### src/rtl/vram_host_port_pkg.sv
package vram_host_port_pkg;

    localparam int ACC_BYTES = 2;

    typedef enum logic [1:0] {
        ACC_NONE = 2'd0,
        ACC_MEM  = 2'd1,
        ACC_PAL  = 2'd2,
        ACC_BAD  = 2'd3
    } acc_kind_e;

endpackage

### src/rtl/vhp_decode.sv
module vhp_decode
    import vram_host_port_pkg::*;
#(
    parameter int BA_W      = 20,
    parameter int MA_W      = 17,
    parameter int OFF_W     = 16,
    parameter int BK_W      = 2,
    parameter int NUM_BANKS = 2,
    parameter int WIN_WORDS = 65536,
    parameter int REG_WORDS = 16,
    parameter int PAL_WORD  = 32'h40000
) (
    input  logic [BA_W-1:0]  addr,
    input  logic [2:0]       size,
    input  logic             rd,
    input  logic             wr,
    input  logic [BK_W-1:0]  bank,
    input  logic [OFF_W-1:0] regoff,
    output acc_kind_e        kind,
    output logic [MA_W-1:0]  mem_addr,
    output logic             reg_hit
);
    localparam int WD_W = BA_W - 1;
    localparam int CW   = (WD_W > OFF_W ? WD_W : OFF_W) + 1;

    logic [WD_W-1:0] word;
    logic [CW-1:0]   word_x;
    logic [CW-1:0]   rel;
    logic            legal;
    logic            is_pal;
    logic            in_win;

    always_comb begin
        word    = addr[BA_W-1:1];
        word_x  = CW'(word);
        rel     = word_x - CW'(regoff);
        legal   = (32'(size) == ACC_BYTES) && !addr[0] && !(rd && wr)
                  && (32'(bank) < NUM_BANKS);
        is_pal  = (32'(word) == PAL_WORD);
        in_win  = (32'(word) < WIN_WORDS);
        reg_hit = (word_x >= CW'(regoff)) && (rel < CW'(REG_WORDS));

        if (!(rd || wr))          kind = ACC_NONE;
        else if (!legal)          kind = ACC_BAD;
        else if (wr && is_pal)    kind = ACC_PAL;
        else if (!in_win)         kind = ACC_BAD;
        else                      kind = ACC_MEM;

        if (reg_hit) mem_addr = MA_W'(rel);
        else         mem_addr = MA_W'(32'(bank) * WIN_WORDS + 32'(word));
    end
endmodule

### src/rtl/vhp_palette.sv
module vhp_palette #(
    parameter int ENTRIES = 16,
    parameter int DW      = 16
) (
    input  logic                       clk,
    input  logic                       rst_n,
    input  logic                       wr_en,
    input  logic [DW-1:0]              wdata,
    input  logic [$clog2(ENTRIES)-1:0] rd_idx,
    output logic [DW-1:0]              rd_color
);
    localparam int IW = $clog2(ENTRIES);

    typedef struct packed {
        logic [IW-1:0]             idx;
        logic [ENTRIES-1:0][DW-1:0] tab;
    } pal_state_t;

    pal_state_t st_d, st_q;

    always_comb begin
        st_d = st_q;
        if (wr_en) begin
            st_d.tab[st_q.idx] = wdata;
            if (st_q.idx == IW'(ENTRIES - 1)) st_d.idx = '0;
            else                               st_d.idx = st_q.idx + 1'b1;
        end
    end

    always_ff @(posedge clk or negedge rst_n) begin
        if (!rst_n) st_q <= '0;
        else        st_q <= st_d;
    end

    assign rd_color = st_q.tab[rd_idx];

    AST_PAL_WRAP: assert property (@(posedge clk) disable iff (!rst_n)
        wr_en && (st_q.idx == IW'(ENTRIES - 1)) |=> (st_q.idx == '0));

    AST_PAL_HOLD: assert property (@(posedge clk) disable iff (!rst_n)
        !wr_en |=> $stable(st_q.idx));
endmodule

### src/rtl/vram_host_port.sv
module vram_host_port
    import vram_host_port_pkg::*;
#(
    parameter int DW          = 16,
    parameter int NUM_BANKS   = 2,
    parameter int WIN_WORDS   = 65536,
    parameter int REG_WORDS   = 16,
    parameter int PAL_ENTRIES = 16,
    parameter int PAL_WORD    = 32'h40000,
    parameter int OFF_W       = 16,
    parameter int BK_W        = 2,
    parameter int REG_RESET   = 32'h200,
    parameter int BA_W        = $clog2(PAL_WORD + 1) + 1,
    parameter int MA_W        = $clog2(NUM_BANKS * WIN_WORDS),
    parameter int PI_W        = $clog2(PAL_ENTRIES)
) (
    input  logic             clk,
    input  logic             rst_n,
    input  logic [BA_W-1:0]  host_addr,
    input  logic [2:0]       host_size,
    input  logic             host_rd,
    input  logic             host_wr,
    input  logic [DW-1:0]    host_wdata,
    output logic [DW-1:0]    host_rdata,
    output logic             host_err,
    input  logic             cfg_latch,
    input  logic [BK_W-1:0]  cfg_bank,
    input  logic [OFF_W-1:0] cfg_regoff,
    output logic             mem_en,
    output logic             mem_we,
    output logic [MA_W-1:0]  mem_addr,
    output logic [DW-1:0]    mem_wdata,
    input  logic [DW-1:0]    mem_rdata,
    input  logic [PI_W-1:0]  pal_idx,
    output logic [DW-1:0]    pal_color
);
    typedef struct packed {
        logic [BK_W-1:0]  bank;
        logic [OFF_W-1:0] regoff;
        logic             err;
        logic             rd_pend;
    } port_state_t;

    localparam port_state_t STATE_RESET = '{
        bank:    '0,
        regoff:  OFF_W'(REG_RESET),
        err:     1'b0,
        rd_pend: 1'b0
    };

    port_state_t st_d, st_q;
    acc_kind_e   kind;
    logic        dec_reg_hit;
    logic        pal_wr;

    vhp_decode #(
        .BA_W(BA_W), .MA_W(MA_W), .OFF_W(OFF_W), .BK_W(BK_W),
        .NUM_BANKS(NUM_BANKS), .WIN_WORDS(WIN_WORDS),
        .REG_WORDS(REG_WORDS), .PAL_WORD(PAL_WORD)
    ) u_decode (
        .addr(host_addr), .size(host_size), .rd(host_rd), .wr(host_wr),
        .bank(st_q.bank), .regoff(st_q.regoff),
        .kind(kind), .mem_addr(mem_addr), .reg_hit(dec_reg_hit)
    );

    vhp_palette #(.ENTRIES(PAL_ENTRIES), .DW(DW)) u_palette (
        .clk(clk), .rst_n(rst_n), .wr_en(pal_wr), .wdata(host_wdata),
        .rd_idx(pal_idx), .rd_color(pal_color)
    );

    always_comb begin
        st_d         = st_q;
        st_d.err     = (kind == ACC_BAD);
        st_d.rd_pend = (kind == ACC_MEM) && host_rd;
        if (cfg_latch) begin
            st_d.bank   = cfg_bank;
            st_d.regoff = cfg_regoff;
        end
    end

    always_ff @(posedge clk or negedge rst_n) begin
        if (!rst_n) st_q <= STATE_RESET;
        else        st_q <= st_d;
    end

    assign mem_en     = (kind == ACC_MEM);
    assign mem_we     = host_wr;
    assign mem_wdata  = host_wdata;
    assign pal_wr     = (kind == ACC_PAL);
    assign host_err   = st_q.err;
    assign host_rdata = st_q.rd_pend ? mem_rdata : '0;

    AST_MEM_THEN_OK: assert property (@(posedge clk) disable iff (!rst_n)
        mem_en |=> !host_err);

    AST_ERR_HAS_CAUSE: assert property (@(posedge clk) disable iff (!rst_n)
        host_err |-> $past(host_rd || host_wr));

    AST_ERR_RDATA_ZERO: assert property (@(posedge clk) disable iff (!rst_n)
        host_err |-> (host_rdata == '0));

    AST_REG_LOW: assert property (@(posedge clk) disable iff (!rst_n)
        mem_en && dec_reg_hit |-> (32'(mem_addr) < REG_WORDS));

    AST_BANK_GATED: assert property (@(posedge clk) disable iff (!rst_n)
        (mem_en || pal_wr) |-> (32'(st_q.bank) < NUM_BANKS));
endmodule

### config.mk
export PLATFORM = sky130hd
export DESIGN_NAME = vram_host_port
export DESIGN_NICKNAME = d
export VERILOG_FILES = /design/src/rtl/vram_host_port_pkg.sv /design/src/rtl/vhp_decode.sv /design/src/rtl/vhp_palette.sv /design/src/rtl/vram_host_port.sv
export SDC_FILE = /design/constraint.sdc
export NUM_CORES = 1
export LEC_CHECK = 0
export ABC_AREA = 1
export BUFFER_PORTS_ARGS = -buffer_cell sky130_fd_sc_hd__buf_2
export CAP_MARGIN = 10
export CORE_UTILIZATION = 41
export CTS_CLUSTER_DIAMETER = 120
export CTS_CLUSTER_SIZE = 28
export DETAILED_ROUTE_END_ITERATION = 10
export GPL_TIMING_DRIVEN = 0
export PLACE_DENSITY = 0.67
export SYNTH_ARGS = -nofsm -noshare
export SYNTH_HDL_FRONTEND = slang
export SYNTH_HIERARCHICAL = 1
export SYNTH_SLANG_ARGS = --single-unit
### constraint.sdc
create_clock -name clk -period 2.6 [get_ports clk]
set_input_delay 0.39 -clock clk [delete_from_list [all_inputs] [get_ports clk]]
set_output_delay 0.39 -clock clk [all_outputs]
set_load 0.05 [all_outputs]
# Word-level counts from Yosys, hierarchy flattened
# Cells that the tools add are included.
# Widths: inputs -> output; s select.
[word_totals]
ff_bits = 280
output_inout_bits = 68
input_bits = 82
elab_cells = 60
[op_classes]
n_lt_le_gt_ge = 7
reduce_logical = 11
n_addsub = 3
eq_ne = 6
mux = 12
[ops]
columns = ["cell", "n"]
rows = [
  ["$bwmux 256", 1],
  ["$bmux 16 s4", 1],
  ["$demux 16 s4", 1],
  ["$mux 16", 3],
  ["$lt 20x5->1 const B", 1],
  ["$sub 19x16->20", 1],
  ["$eq 19x19->1 const B", 1],
  ["$ge 19x16->1", 1],
  ["$lt 19x17->1 const B", 1],
  ["$add 17x17->17", 1],
  ["$mux 17", 1],
  ["$lt 4x5->1 const B", 2],
  ["$logic_and 1x1->1", 8],
  ["$mux 2", 4],
  ["$add 4x1->4 const B", 1],
  ["$eq 2x2->1 const B", 2],
  ["$eq 4x4->1 const B", 1],
  ["$ge 4x1->1 const B", 1],
  ["$mux 4", 1],
  ["$eq 3x2->1 const B", 1],
  ["$eq 2x1->1 const B", 1],
  ["$logic_not 1->1", 2],
  ["$lt 2x2->1 const B", 1],
  ["$logic_or 1x1->1", 1],
]

# Longest topological paths before layout
[depth]
depth_word = 8
ltp_mapped = 18
depth_no_buf = 17

# Cells and area by module
# Netlist, hierarchy kept.
[by_module_without_submodules]
columns = ["module", "cells_per_inst", "instances", "seq_area_each_um2", "area_per_inst_um2"]
rows = [
  ["vhp_palette", 1677, 1, 6506.2, 12584.6],
  ["vhp_decode", 380, 1, 0.0, 1834.3],
  ["vram_host_port", 137, 1, 501.7, 1052.3],
]

# Worst setup path before layout
# Ideal clock, no wire load.
[synth_timing]
kind = "input -> output"
from = "input host_addr[1]"
to = "output mem_addr[16]"
arrival_ps = 2533
required_time_ps = 2210
cell_stages = 16
path_slack_ps = -323
path_buffers = 0
path_cell_list = "inv_1 > ha_1 > inv_1 > fa_1 > nand3_1 > nand3_2 > nand2_1 > nand2_1 > nand2_1 > nand2_1 > nand2_1 > nand2_1 > and2_1 > nand3b_2 > nor2_4 > nor2_1"
[synth_between]
elab_chain_cells = 4
word_cells_on_any_way = 6
classes_between = "add/sub (2); order compare (2); mux (1); reduce/logical (1)"
[synth_rtl]
columns = ["element", "line_no", "rtl"]
rows = [
  ["start: declaration", "vram_host_port.sv:19", "input logic [BA_W-1:0] host_addr,"],
  ["$sub 19x16->20", "vhp_decode.sv:36", "rel = word_x - CW'(regoff);"],
  ["$lt 20x5->1", "vhp_decode.sv:41", "reg_hit = (word_x >= CW'(regoff)) && (rel < CW'(REG_WORDS));"],
  ["$logic_and 1x1->1", "vhp_decode.sv:41", ""],
  ["$mux 17 *", "vhp_decode.sv:49", "if (reg_hit) mem_addr = MA_W'(rel);"],
  ["end: declaration", "vram_host_port.sv:31", "output logic [MA_W-1:0] mem_addr,"],
]
# Every way passes the cells marked *; elsewhere a longest branch is shown, timed or not.

==> results_tabular.tex <==
\begin{tabular}{lr}
\hline
Metric & Value \\
\hline
\multicolumn{2}{l}{\textbf{Die}} \\
Die boundary width & 196 µm \\
Initial cell density of the core & 0.419 \\
Site Rows & 70 \\
Top-level port count & 150 \\
Placeable core region & 36800 µm² \\
Overall die area & 38400 µm² \\
Chip Height & 196 µm \\
\multicolumn{2}{l}{\textbf{Clock network}} \\
Num CTS Buffers & 14 \\
Num Clock Sinks & 280 \\
TritonCTS clock tree & done \\
Root Buffer & sky130\_fd\_sc\_hd\_\_clkbuf\_16 \\
Largest buffer count on any clock path & 3 \\
Clock slew at reported path FFs & 110 ps \\
Clock latency reported for the late side of the worst-skew pair & 520 ps \\
Level count of the clock H-tree & 1 \\
\multicolumn{2}{l}{\textbf{GRT}} \\
Wire length of the first global-routing pass & 80.7 mm \\
Largest net degree at the start of global routing & 120 \\
Total routing usage reported by global routing & 0.273 \\
Remaining Overflow, GRT & 0 \\
Number of antenna violations at the first check in global routing & 3 \\
Number of global-route vias before repair & 14300 \\
\multicolumn{2}{l}{\textbf{Detailed routing}} \\
Via total after detailed routing & 14700 \\
Routed wire length & 52.4 mm \\
Via count normalized by instance count & 5.20 \\
Final routed wire length divided by cell count & 18.5 µm \\
Pre-antenna DRT Iters & 6 \\
Iteration-0 DRC Markers & 1221 \\
Drt drc & 0 \\
Antenna-violating nets left & 0 \\
\multicolumn{2}{l}{\textbf{Synthesis}} \\
Post-synthesis cell count & 2180 \\
Net count after synthesis & 2283 \\
Yosys warning total & 6 \\
Post-synthesis instance area & 15400 µm² \\
Avg Synthesized Cell Area & 7.07 µm² \\
\multicolumn{2}{l}{\textbf{Finish}} \\
Number of cells in the finished layout apart from fillers & 2830 \\
Nets & 2461 \\
Fraction of layout cells with a size suffix above 1 & 0.170 \\
Area overhead of the layout relative to synthesis & 16.2\% \\
\multicolumn{2}{l}{\textbf{Place}} \\
Port Buffer Count & 146 \\
Total placed cells including tap cells & 2796 \\
Final RePlAce weighted congestion & 1.00 \\
Post-DP HPWL & 38.6 mm \\
\multicolumn{2}{l}{\textbf{STA}} \\
Final setup violation count & 17 \\
Final worst-path cycle share & 1.27 \\
Pins over their slew limit & 0 \\
Minimum clock period after layout & 3300 ps \\
Setup slack of the critical path after layout & -705 ps \\
Final Hold Viols & 0 \\
Transition at the pin with the smallest max-transition slack & 1120 ps \\
Setup\_tns & -11510 ps \\
Remaining max-slew budget at the tightest pin & 0.254 \\
Highest Clock Rate & 303 MHz \\
Setup clock skew after layout & 13.3 ps \\
Setup repair after global routing missed its margin & true \\
\multicolumn{2}{l}{\textbf{Worst setup path}} \\
Endpoint type of the worst setup path & primary output \\
Arr. time, crit path & 2910 ps \\
Sort of element at the start of the critical path & flop \\
Critical path start-end classification & reg -> out \\
Highest cell delay on the worst timing path & 550 ps \\
Buffers and inverters on the worst path & 4 \\
Biggest fanout along the worst timing path & 5 \\
Worst setup path startpoint & st\_q[11] \\
Start of the worst register-to-register path & st\_q[19] \\
Critical Path, Cell by Cell & inv\_2, ha\_4, nand2\_4, nor2\_4, inv\_2, nor3\_2, nand2\_2, nand2\_2, nand2\_1, nand2\_1, and2\_4, nand3b\_4, nor2\_4, buf\_12, nor2\_4, buf\_8 \\
CP max-delay cell & sky130\_fd\_sc\_hd\_\_dfstp\_2 \\
Cell occurring most often along the worst timing path & sky130\_fd\_sc\_hd\_\_nor2\_4 \\
Family with the most delay on the worst path & simple AND/OR/NAND/NOR gates \\
Required time of the critical path & 2210 ps \\
\multicolumn{2}{l}{\textbf{Outcome}} \\
Violations in the final reports & setup timing \\
Run status & complete, but fails checks \\
\multicolumn{2}{l}{\textbf{Power and ir drop}} \\
LEAKAGE & 9.43 nW \\
Max rail drop VDD & 0.460 mV \\
Areal power density over the cells & 800 nW/µm² \\
\multicolumn{2}{l}{\textbf{Hold path}} \\
Hold\_sp & cfg\_regoff[8] \\
Class of the tightest hold or removal check & in -> reg \\
\multicolumn{2}{l}{\textbf{Run}} \\
Maxcap violations & 0 \\
\hline
\end{tabular}
placed cells by master (no fill, tap or decap), types with 2 or more instances in the layout:
cell	count
sky130_fd_sc_hd__nand2_4	2
sky130_fd_sc_hd__nor2_1	21
sky130_fd_sc_hd__buf_6	15
sky130_fd_sc_hd__dfrtp_1	279
sky130_fd_sc_hd__nor2_4	19
sky130_fd_sc_hd__nor3_2	2
sky130_fd_sc_hd__inv_4	2
sky130_fd_sc_hd__buf_2	195
sky130_fd_sc_hd__clkbuf_4	2
sky130_fd_sc_hd__a21oi_1	7
sky130_fd_sc_hd__buf_4	40
sky130_fd_sc_hd__xor2_1	4
sky130_fd_sc_hd__nand3_2	11
sky130_fd_sc_hd__ha_4	14
sky130_fd_sc_hd__nand2_1	783
sky130_fd_sc_hd__inv_2	10
sky130_fd_sc_hd__nand2_2	34
sky130_fd_sc_hd__buf_1	7
sky130_fd_sc_hd__nand3b_1	4
sky130_fd_sc_hd__nor3_1	4
sky130_fd_sc_hd__clkbuf_16	15
sky130_fd_sc_hd__clkbuf_1	34
sky130_fd_sc_hd__buf_12	2
sky130_fd_sc_hd__a21oi_2	7
sky130_fd_sc_hd__nand3_1	214
sky130_fd_sc_hd__buf_8	3
sky130_fd_sc_hd__o21ai_1	83
sky130_fd_sc_hd__inv_1	317
sky130_fd_sc_hd__ha_1	6
sky130_fd_sc_hd__o21ai_0	177
sky130_fd_sc_hd__buf_16	2
sky130_fd_sc_hd__nor2_2	13
sky130_fd_sc_hd__nor4_1	2
sky130_fd_sc_hd__nand4_1	12
sky130_fd_sc_hd__clkbuf_2	4
path summary, 6_finish.rpt:
check                                            to  slack, ps  cells past startpoint
worst max-delay path                   mem_addr[12]       -700                     16
max in group asynchronous       u_palette/st_q[115]       1090                      3
min in group asynchronous       u_palette/st_q[213]        480                      2
worst max register to register   u_palette/st_q[86]        300                     10
worst min register to register              st_q[7]        480                      2
worst min-delay path                       st_q[10]         80                      3
sequential cells by signal (all words and copies together) (netlist names):
| register | flops |
|---|---|
| host_err | 1 |
| st_q | 19 |
| u_palette/st_q | 260 |
layout make-up:
cell class                 count  area, µm²
inverter                     330       1250
multi-input combinational   1429       6870
timing repair buffer         163       1040
sequential                   280       7010
buffer                       140        738
clock buffer                  17        383
clock inverter                 2       28.8
tap                          468        586
antenna                        1       2.50
fill                        3760      18900
worst min-delay path, cell delays in order:
cell and delay (ps):
sky130_fd_sc_hd__buf_2 70, sky130_fd_sc_hd__nand2_1 40, sky130_fd_sc_hd__nand2_1 60
power breakdown:
group / internal [mW] / switching, mW
Combinational: 1.74 / 3.22
Sequential: 5.96 / 0.839
Clock: 1.08 / 1.49
Total: 8.78 / 5.55
what timing repair did:
action,CTS,global route
resized for setup,90,45
gates cloned,1,0
buffers inserted,13,1
hold endpoints to repair,82,0
pin swaps,28,16
setup endpoints to repair,21,44
hold buffers,1,0
metal layers:
| layer | up-vias | track usage | share of wire |
|---|---|---|---|
| li1 | 7045 | - | - |
| met1 | 7075 | 0.358 | 0.42 |
| met2 | 495 | 0.464 | 0.48 |
| met3 | 101 | 0.0402 | 0.068 |
| met4 | 2 | 0.0833 | 0.033 |
| met5 | - | 0 | 0.00017 |
per-stage QoR:
stage	area (µm²)	total power, mW	hold slack [ps]	setup WS [ps]	util
6_report	17900	14.3	79.3	-705	0.487
5_1_grt	17900	15.3	76.9	-837	0.487
4_1_cts	17800	14.3	64.3	-698	0.484
3_5_place_dp	16900	11.6	444	-693	0.459
3_3_place_gp	16800	11.4	453	-4110	0.458
2_1_floorplan	15500	10.0	94.4	2.25	-
Note: power is estimated with default switching activity, not from simulation.
